==> src/rtl/cappwm_pkg.sv <==
package cappwm_pkg;

   typedef enum logic [1:0] {
      FN_CAPTURE    = 2'd0,
      FN_COMPARE    = 2'd1,
      FN_EDGE_PWM   = 2'd2,
      FN_CENTER_PWM = 2'd3
   } chan_fn_e;

   localparam logic [1:0] SEL_STAT = 2'd0;
   localparam logic [1:0] SEL_HI   = 2'd1;
   localparam logic [1:0] SEL_LO   = 2'd2;

   function automatic chan_fn_e decode_fn(input logic center, input logic [1:0] mode);
      chan_fn_e f;
      if (center)               f = FN_CENTER_PWM;
      else if (mode == 2'b00)   f = FN_CAPTURE;
      else if (mode == 2'b01)   f = FN_COMPARE;
      else                      f = FN_EDGE_PWM;
      return f;
   endfunction

endpackage

==> src/rtl/cappwm_counter.sv <==
module cappwm_counter #(
   parameter int CW = 16
) (
   input  logic          clk,
   input  logic          rst_n,
   input  logic          center,
   input  logic [CW-1:0] modulus,
   output logic [CW-1:0] cnt_q,
   output logic [CW-1:0] cnt_d
);

   localparam logic [CW-1:0] ONE  = CW'(1);
   localparam logic [CW-1:0] ZERO = '0;

   logic up_q, up_d;

   always_comb begin
      cnt_d = cnt_q;
      up_d  = up_q;
      if (!center) begin
         up_d  = 1'b1;
         cnt_d = (cnt_q >= modulus) ? ZERO : cnt_q + ONE;
      end else if (up_q) begin
         if (cnt_q >= modulus) begin
            up_d  = (modulus == ZERO);
            cnt_d = (modulus == ZERO) ? ZERO : modulus - ONE;
         end else begin
            cnt_d = cnt_q + ONE;
         end
      end else begin
         if (cnt_q == ZERO) begin
            up_d  = 1'b1;
            cnt_d = (modulus == ZERO) ? ZERO : ONE;
         end else begin
            cnt_d = cnt_q - ONE;
         end
      end
   end

   always_ff @(posedge clk or negedge rst_n) begin
      if (!rst_n) begin
         cnt_q <= ZERO;
         up_q  <= 1'b1;
      end else begin
         cnt_q <= cnt_d;
         up_q  <= up_d;
      end
   end

endmodule

==> src/rtl/cappwm_edge_sync.sv <==
module cappwm_edge_sync #(
   parameter int STAGES = 2
) (
   input  logic       clk,
   input  logic       rst_n,
   input  logic       pin,
   input  logic [1:0] edge_sel,
   output logic       edge_evt
);

   localparam int LAST = STAGES;

   if (STAGES < 2) begin : g_bad_stages
      $error("cappwm_edge_sync: STAGES must be at least 2");
   end

   logic [LAST:0] sh_q;

   for (genvar i = 0; i <= LAST; i++) begin : g_stage
      always_ff @(posedge clk or negedge rst_n) begin
         if (!rst_n)      sh_q[i] <= 1'b0;
         else if (i == 0) sh_q[i] <= pin;
         else             sh_q[i] <= sh_q[(i == 0) ? 0 : i-1];
      end
   end

   logic cur, prev;
   assign cur  = sh_q[LAST-1];
   assign prev = sh_q[LAST];

   always_comb begin
      unique case (edge_sel)
         2'b01:   edge_evt = cur & ~prev;
         2'b10:   edge_evt = ~cur & prev;
         2'b11:   edge_evt = cur ^ prev;
         default: edge_evt = 1'b0;
      endcase
   end

endmodule

==> src/rtl/cappwm_valreg.sv <==
module cappwm_valreg
   import cappwm_pkg::*;
#(
   parameter int BW = 8,
   localparam int CW = 2 * BW
) (
   input  logic          clk,
   input  logic          rst_n,
   input  logic          cap_mode,
   input  logic          cap_evt,
   input  logic [CW-1:0] cap_val,
   input  logic [1:0]    sel,
   input  logic          rd,
   input  logic          wr,
   input  logic [BW-1:0] wdata,
   input  logic          stat_acc,
   output logic [CW-1:0] cval,
   output logic [BW-1:0] val_rdata
);

   logic [CW-1:0] cval_q, rbuf_q;
   logic          rlat_q, rlat_hi_q;
   logic [BW-1:0] whold_q;
   logic          wpend_q, wpend_hi_q;

   logic is_hi, hit, rd_hit, wr_hit;
   assign is_hi  = (sel == SEL_HI);
   assign hit    = is_hi || (sel == SEL_LO);
   assign rd_hit = rd && hit;
   assign wr_hit = wr && hit;

   logic [CW-1:0] src;
   assign src       = rlat_q ? rbuf_q : cval_q;
   assign val_rdata = is_hi ? src[CW-1:BW] : src[BW-1:0];
   assign cval      = cval_q;

   // read-side freeze, active only while capturing
   always_ff @(posedge clk or negedge rst_n) begin
      if (!rst_n) begin
         rlat_q    <= 1'b0;
         rlat_hi_q <= 1'b0;
         rbuf_q    <= '0;
      end else if (stat_acc || !cap_mode) begin
         rlat_q <= 1'b0;
      end else if (rd_hit) begin
         if (!rlat_q) begin
            rlat_q    <= 1'b1;
            rlat_hi_q <= is_hi;
            rbuf_q    <= cval_q;
         end else if (is_hi != rlat_hi_q) begin
            rlat_q <= 1'b0;
         end
      end
   end

   // write staging and the value register itself
   always_ff @(posedge clk or negedge rst_n) begin
      if (!rst_n) begin
         cval_q     <= '0;
         whold_q    <= '0;
         wpend_q    <= 1'b0;
         wpend_hi_q <= 1'b0;
      end else if (cap_mode) begin
         wpend_q <= 1'b0;
         if (cap_evt) cval_q <= cap_val;
      end else if (stat_acc) begin
         wpend_q <= 1'b0;
      end else if (wr_hit) begin
         if (wpend_q && (wpend_hi_q != is_hi)) begin
            cval_q  <= is_hi ? {wdata, whold_q} : {whold_q, wdata};
            wpend_q <= 1'b0;
         end else begin
            whold_q    <= wdata;
            wpend_q    <= 1'b1;
            wpend_hi_q <= is_hi;
         end
      end
   end

endmodule

==> src/rtl/cappwm_chan.sv <==
module cappwm_chan
   import cappwm_pkg::*;
#(
   parameter int BW          = 8,
   parameter int SYNC_STAGES = 2,
   localparam int CW         = 2 * BW
) (
   input  logic          clk,
   input  logic          rst_n,
   input  logic [CW-1:0] modulus,
   input  logic          center_sel,
   input  logic [1:0]    mode_sel,
   input  logic [1:0]    edge_sel,
   input  logic          irq_en,
   input  logic          cap_pin,
   input  logic [1:0]    bus_sel,
   input  logic          bus_rd,
   input  logic          bus_wr,
   input  logic [BW-1:0] bus_wdata,
   output logic [BW-1:0] bus_rdata,
   output logic          ch_out,
   output logic          irq,
   output logic [CW-1:0] cnt_val
);

   if (BW < 2) begin : g_bad_bw
      $error("cappwm_chan: BW must be at least 2");
   end

   chan_fn_e      fn;
   logic          cap_mode, edge_evt, cap_evt, match;
   logic [CW-1:0] cnt_q, cnt_d, cval;
   logic [BW-1:0] val_rdata;
   logic          stat_rd, stat_wr, stat_acc;
   logic          flag, arm_q, out_q;

   assign fn       = decode_fn(center_sel, mode_sel);
   assign cap_mode = (fn == FN_CAPTURE);
   assign stat_rd  = bus_rd && (bus_sel == SEL_STAT);
   assign stat_wr  = bus_wr && (bus_sel == SEL_STAT);
   assign stat_acc = stat_rd || stat_wr;

   cappwm_counter #(.CW(CW)) cnt_i (
      .clk     (clk),
      .rst_n   (rst_n),
      .center  (center_sel),
      .modulus (modulus),
      .cnt_q   (cnt_q),
      .cnt_d   (cnt_d)
   );

   cappwm_edge_sync #(.STAGES(SYNC_STAGES)) sync_i (
      .clk      (clk),
      .rst_n    (rst_n),
      .pin      (cap_pin),
      .edge_sel (edge_sel),
      .edge_evt (edge_evt)
   );

   assign cap_evt = cap_mode && edge_evt;
   assign match   = !cap_mode && (cnt_q == cval);

   cappwm_valreg #(.BW(BW)) val_i (
      .clk       (clk),
      .rst_n     (rst_n),
      .cap_mode  (cap_mode),
      .cap_evt   (cap_evt),
      .cap_val   (cnt_q),
      .sel       (bus_sel),
      .rd        (bus_rd),
      .wr        (bus_wr),
      .wdata     (bus_wdata),
      .stat_acc  (stat_acc),
      .cval      (cval),
      .val_rdata (val_rdata)
   );

   // channel flag with read-then-write-zero clearing
   always_ff @(posedge clk or negedge rst_n) begin
      if (!rst_n) begin
         flag  <= 1'b0;
         arm_q <= 1'b0;
      end else begin
         if (stat_wr)               arm_q <= 1'b0;
         else if (stat_rd && flag)  arm_q <= 1'b1;
         if (cap_evt || match)
            flag <= 1'b1;
         else if (stat_wr && arm_q && !bus_wdata[BW-1])
            flag <= 1'b0;
      end
   end

   // output stage
   always_ff @(posedge clk or negedge rst_n) begin
      if (!rst_n) begin
         out_q <= 1'b0;
      end else if (edge_sel == 2'b00) begin
         out_q <= 1'b0;
      end else begin
         unique case (fn)
            FN_COMPARE: begin
               if (match) begin
                  unique case (edge_sel)
                     2'b01:   out_q <= ~out_q;
                     2'b10:   out_q <= 1'b0;
                     default: out_q <= 1'b1;
                  endcase
               end
            end
            FN_EDGE_PWM, FN_CENTER_PWM: out_q <= (cnt_d < cval) ^ edge_sel[0];
            default:                    out_q <= 1'b0;
         endcase
      end
   end

   always_comb begin
      unique case (bus_sel)
         SEL_STAT:       bus_rdata = {flag, {(BW-1){1'b0}}};
         SEL_HI, SEL_LO: bus_rdata = val_rdata;
         default:        bus_rdata = '0;
      endcase
   end

   assign ch_out  = out_q;
   assign irq     = flag && irq_en;
   assign cnt_val = cnt_q;

endmodule

==> config.mk <==
export PLATFORM = sky130hd
export DESIGN_NAME = cappwm_chan
export DESIGN_NICKNAME = d
export VERILOG_FILES = /design/src/rtl/cappwm_pkg.sv /design/src/rtl/cappwm_counter.sv /design/src/rtl/cappwm_edge_sync.sv /design/src/rtl/cappwm_valreg.sv /design/src/rtl/cappwm_chan.sv
export SDC_FILE = /design/constraint.sdc
export NUM_CORES = 1
export LEC_CHECK = 0
export CAP_MARGIN = 0
export CORE_MARGIN = 1
export CORE_UTILIZATION = 40
export DETAILED_ROUTE_END_ITERATION = 7
export DONT_BUFFER_PORTS = 1
export GPL_TIMING_DRIVEN = 1
export SETUP_SLACK_MARGIN = 0.5
export SLEW_MARGIN = 15
export SYNTH_ARGS = -nofsm -noshare
export SYNTH_HDL_FRONTEND = slang
export SYNTH_SLANG_ARGS = --single-unit
==> constraint.sdc <==
create_clock -name clk -period 5.35 [get_ports clk]
set_input_delay 1.07 -clock clk [delete_from_list [all_inputs] [get_ports clk]]
set_output_delay 1.07 -clock clk [all_outputs]
set_load 0.05 [all_outputs]
==> results.toml <==
[pwr]
pwr-share-comb_pct = 55.3
swShare_pct = 47.5
internal_power_mw = 1.80
powerDensity_nw_per_um2 = 591
ir_drop_v = 0.000226
p_clk_share_pct = 16.9
total_leakage_power_nw = 2.63
seqPwrFrac_pct = 27.8
power.switching_mw = 1.63

[drt]
drcViolationCount = 0
vias_per_cell = 5.58
drt-wirelength-per-cell_microns = 18.3
drt_iter0_drc = 330
route.vias.total = 4405
wl_mm = 14.4
ant_nets = 0
dr.pass1.iters = 5

[logic_synthesis]
ys_warn_count = 0
yosysSeqAreaShare_pct = 32.0
synthFlopType = "dfrtp_1"
synth_common_cells = "nand2_1 (77), dfrtp_1 (66), a21oi_1 (51)"
synth.distinct_cells = 54
syn-instance-count = 611
yosysTopAreaCellShare_pct = 31.5
synth_seq_cells = 67
avgSynthCellArea_sq_um = 8.57
synth_most_common_cell = "nand2_1"
ys_top_cells_by_area = "dfrtp_1 (32%), ha_1 (9.3%), nand2_1 (5.5%)"
synth_fp_nets = 687
synthArstFlopShare_pct = 100
synth_edf_count = 0
yosysTopAreaCell = "dfrtp_1"
syn-cell-area_sq_um = 5240

[global_routing]
grt_use_total_pct = 22.7
first_global_vias = 4349
grt_max_degree = 68
grt_pass1_wl_mm = 23.0
antenna_found_initial = 0
grt_overflow_total = 0

[critical_path]
path_cells = "or4_1 -> or3_4 -> o41ai_2 -> o21ai_0 -> buf_4 -> nand2_1 -> a21oi_1 -> ha_1 -> a21o_1 -> a21o_1 -> a21oi_1 -> o21a_1 -> o21ai_0 -> a32oi_1 -> o211ai_1"
worst-path-max-fanout = 7
max_stage_delay_ns = 0.58
worstSetupEndpointType = "flop"
crit_arrival_ns = 4.71
cp-start-kind = "primary input"
crit_slowest_cell = "or4_1"
worst_ep_required_time_ns = 5.55
critical_path_class = "primary input to flop"

[outcome]
outcome = "complete, no violations"

[sta]
whs_ns = 0.368
fin_crit_ns = 4.51
max_freq_mhz = 222
setup_viol = 0
tns_ns = 0
drv_slew = 0
timing.final.ws_setup_ns = 0.839
max_slew.worst_pin.slew_ns = 0.977
rsz0062_at_grt = "no"
post-route-period-util_pct = 84.3
clock_skew_ns = 0.00752
slew_headroom_pct = 34.8
hold_viol = 0

[clock_tree]
clk-insertion-delay-late_ns = 0.33
cts_tree = "done"
clk_path_buf_depth = 2
ctsResizeCount = 0
ctsHoldBuffers = 0
cts.sinks = 67
path_clk_slew_ns = 0.06
cts_root_buf = "clkbuf_16"
numCtsBuffers = 9
htreeDepth = 3
postCtsSetupBuffers = 0

[final_layout]
synthToLayoutAreaGrowth_pct = 10.8
layout.nets = 690
fin_cells = 790
design_area_sq_um = 5800
antenna_cells = 0
drive_gt1_share_pct = 12.3

[run]
drv_cap = 0

[floorplanning]
io_pins = 63
row_count = 41
fp.dieW_microns = 116
initial_utilization_pct = 41.3
core_sq_um = 12700
fp.dieH_microns = 116
die-area_sq_um = 13600

[hold_path]
hold_class = "flop to flop"

[place]
place_inst = 775
placed_area_sq_um = 5520
post-dp-hpwl_mm = 11.0
pre_cts_ws_ns = 0.513
io_buffers = 0
gp_congestion = 0.855
==> layout make-up <==
type | instances | area (sq um)
tap | 172 | 215
clock buffer | 10 | 229
clock inverter | 5 | 55.1
timing repair buffer | 28 | 210
inverter | 41 | 154
multi-input combinational | 467 | 3260
sequential | 67 | 1680
fill | 1241 | 6870
==> cell usage in the layout (no fill, tap or decap), types with 10 or more instances in the layout <==
cell	synthesis	routed
a21oi_1	51	50
nor2_1	39	39
mux2_2	12	12
nand4_1	13	13
nor2b_1	10	10
buf_4	0	28
o21ai_0	44	44
mux2i_1	18	18
nand2_1	77	77
xor2_1	18	18
ha_1	39	39
xnor2_1	32	32
inv_1	41	41
dfrtp_1	66	66
==> metal layers <==
layer  vias to the layer above  wire length, microns  track usage (%)
met3                        10                   923             6.07
met5                         -                     0                0
met1                      2142                  6320             28.6
met4                         0                   131             4.96
li1                       2144                     -                -
met2                       109                  7070             38.7
==> power groups by stage <==
stage | clock network [mW] | registers (mW) | logic [mW]
6_report | 0.578 | 0.954 | 1.89
5_1_grt | 0.611 | 0.983 | 2.09
4_1_cts | 0.591 | 0.952 | 1.90
3_5_place_dp | 0 | 0.960 | 1.89
3_3_place_gp | 0 | 0.951 | 1.84
2_1_floorplan | 0 | 1.07 | 1.27
==> critical path, delay by kind of cell <==
family / cells / cell delay [ns]
AO/OA/AOI/OAI: 10 / 2.02
AND/OR/NAND/NOR: 3 / 1.02
adder cells (fa/ha/maj): 1 / 0.31
buffers and inverters: 1 / 0.28
==> final timing paths <==
check,from,endpoint,slack [ns],cells after the start
max,modulus[11],ch_out,0.84,15
min,sync_i.sh_q[0],sync_i.cur,0.37,0
max reg2reg,cnt_i.cnt_q[6],ch_out,0.99,16
min reg2reg,sync_i.sh_q[0],sync_i.cur,0.37,0
max in group asynchronous,rst_n,cnt_i.up_q,4.74,0
min in group asynchronous,rst_n,val_i.rlat_q,0.43,0
==> logic make-up after synthesis <==
kind of cell               share of synthesized area, %
adders and majority gates                          9.32
xor gates and xnor gates                           8.36
buffers and inverters                              6.00
and+or+nand+nor                                    18.8
muxes                                              9.46
DFF                                                32.0
AOI/OAI and AO/OA                                  16.1
==> registers in the layout, indices dropped and copies added, names as in the netlist <==
| signal | flops |
|---|---|
| arm_q | 1 |
| ch_out | 1 |
| cnt_i.cnt_q | 16 |
| cnt_i.up_q | 1 |
| flag | 1 |
| sync_i.cur | 1 |
| sync_i.prev | 1 |
| sync_i.sh_q | 1 |
| val_i.cval | 16 |
| val_i.rbuf_q | 16 |
| val_i.rlat_hi_q | 1 |
| val_i.rlat_q | 1 |
| val_i.whold_q | 8 |
| val_i.wpend_hi_q | 1 |
| val_i.wpend_q | 1 |
==> stage by stage <==
step | util [%] | power [mW]
finish | 45.8 | 3.43
CTS | 45.8 | 3.44
global placement | 43.5 | 2.79
global route | 45.8 | 3.68
floorplan | - | 2.33
detailed placement | 43.5 | 2.85
(Power assumes the default switching activity.)
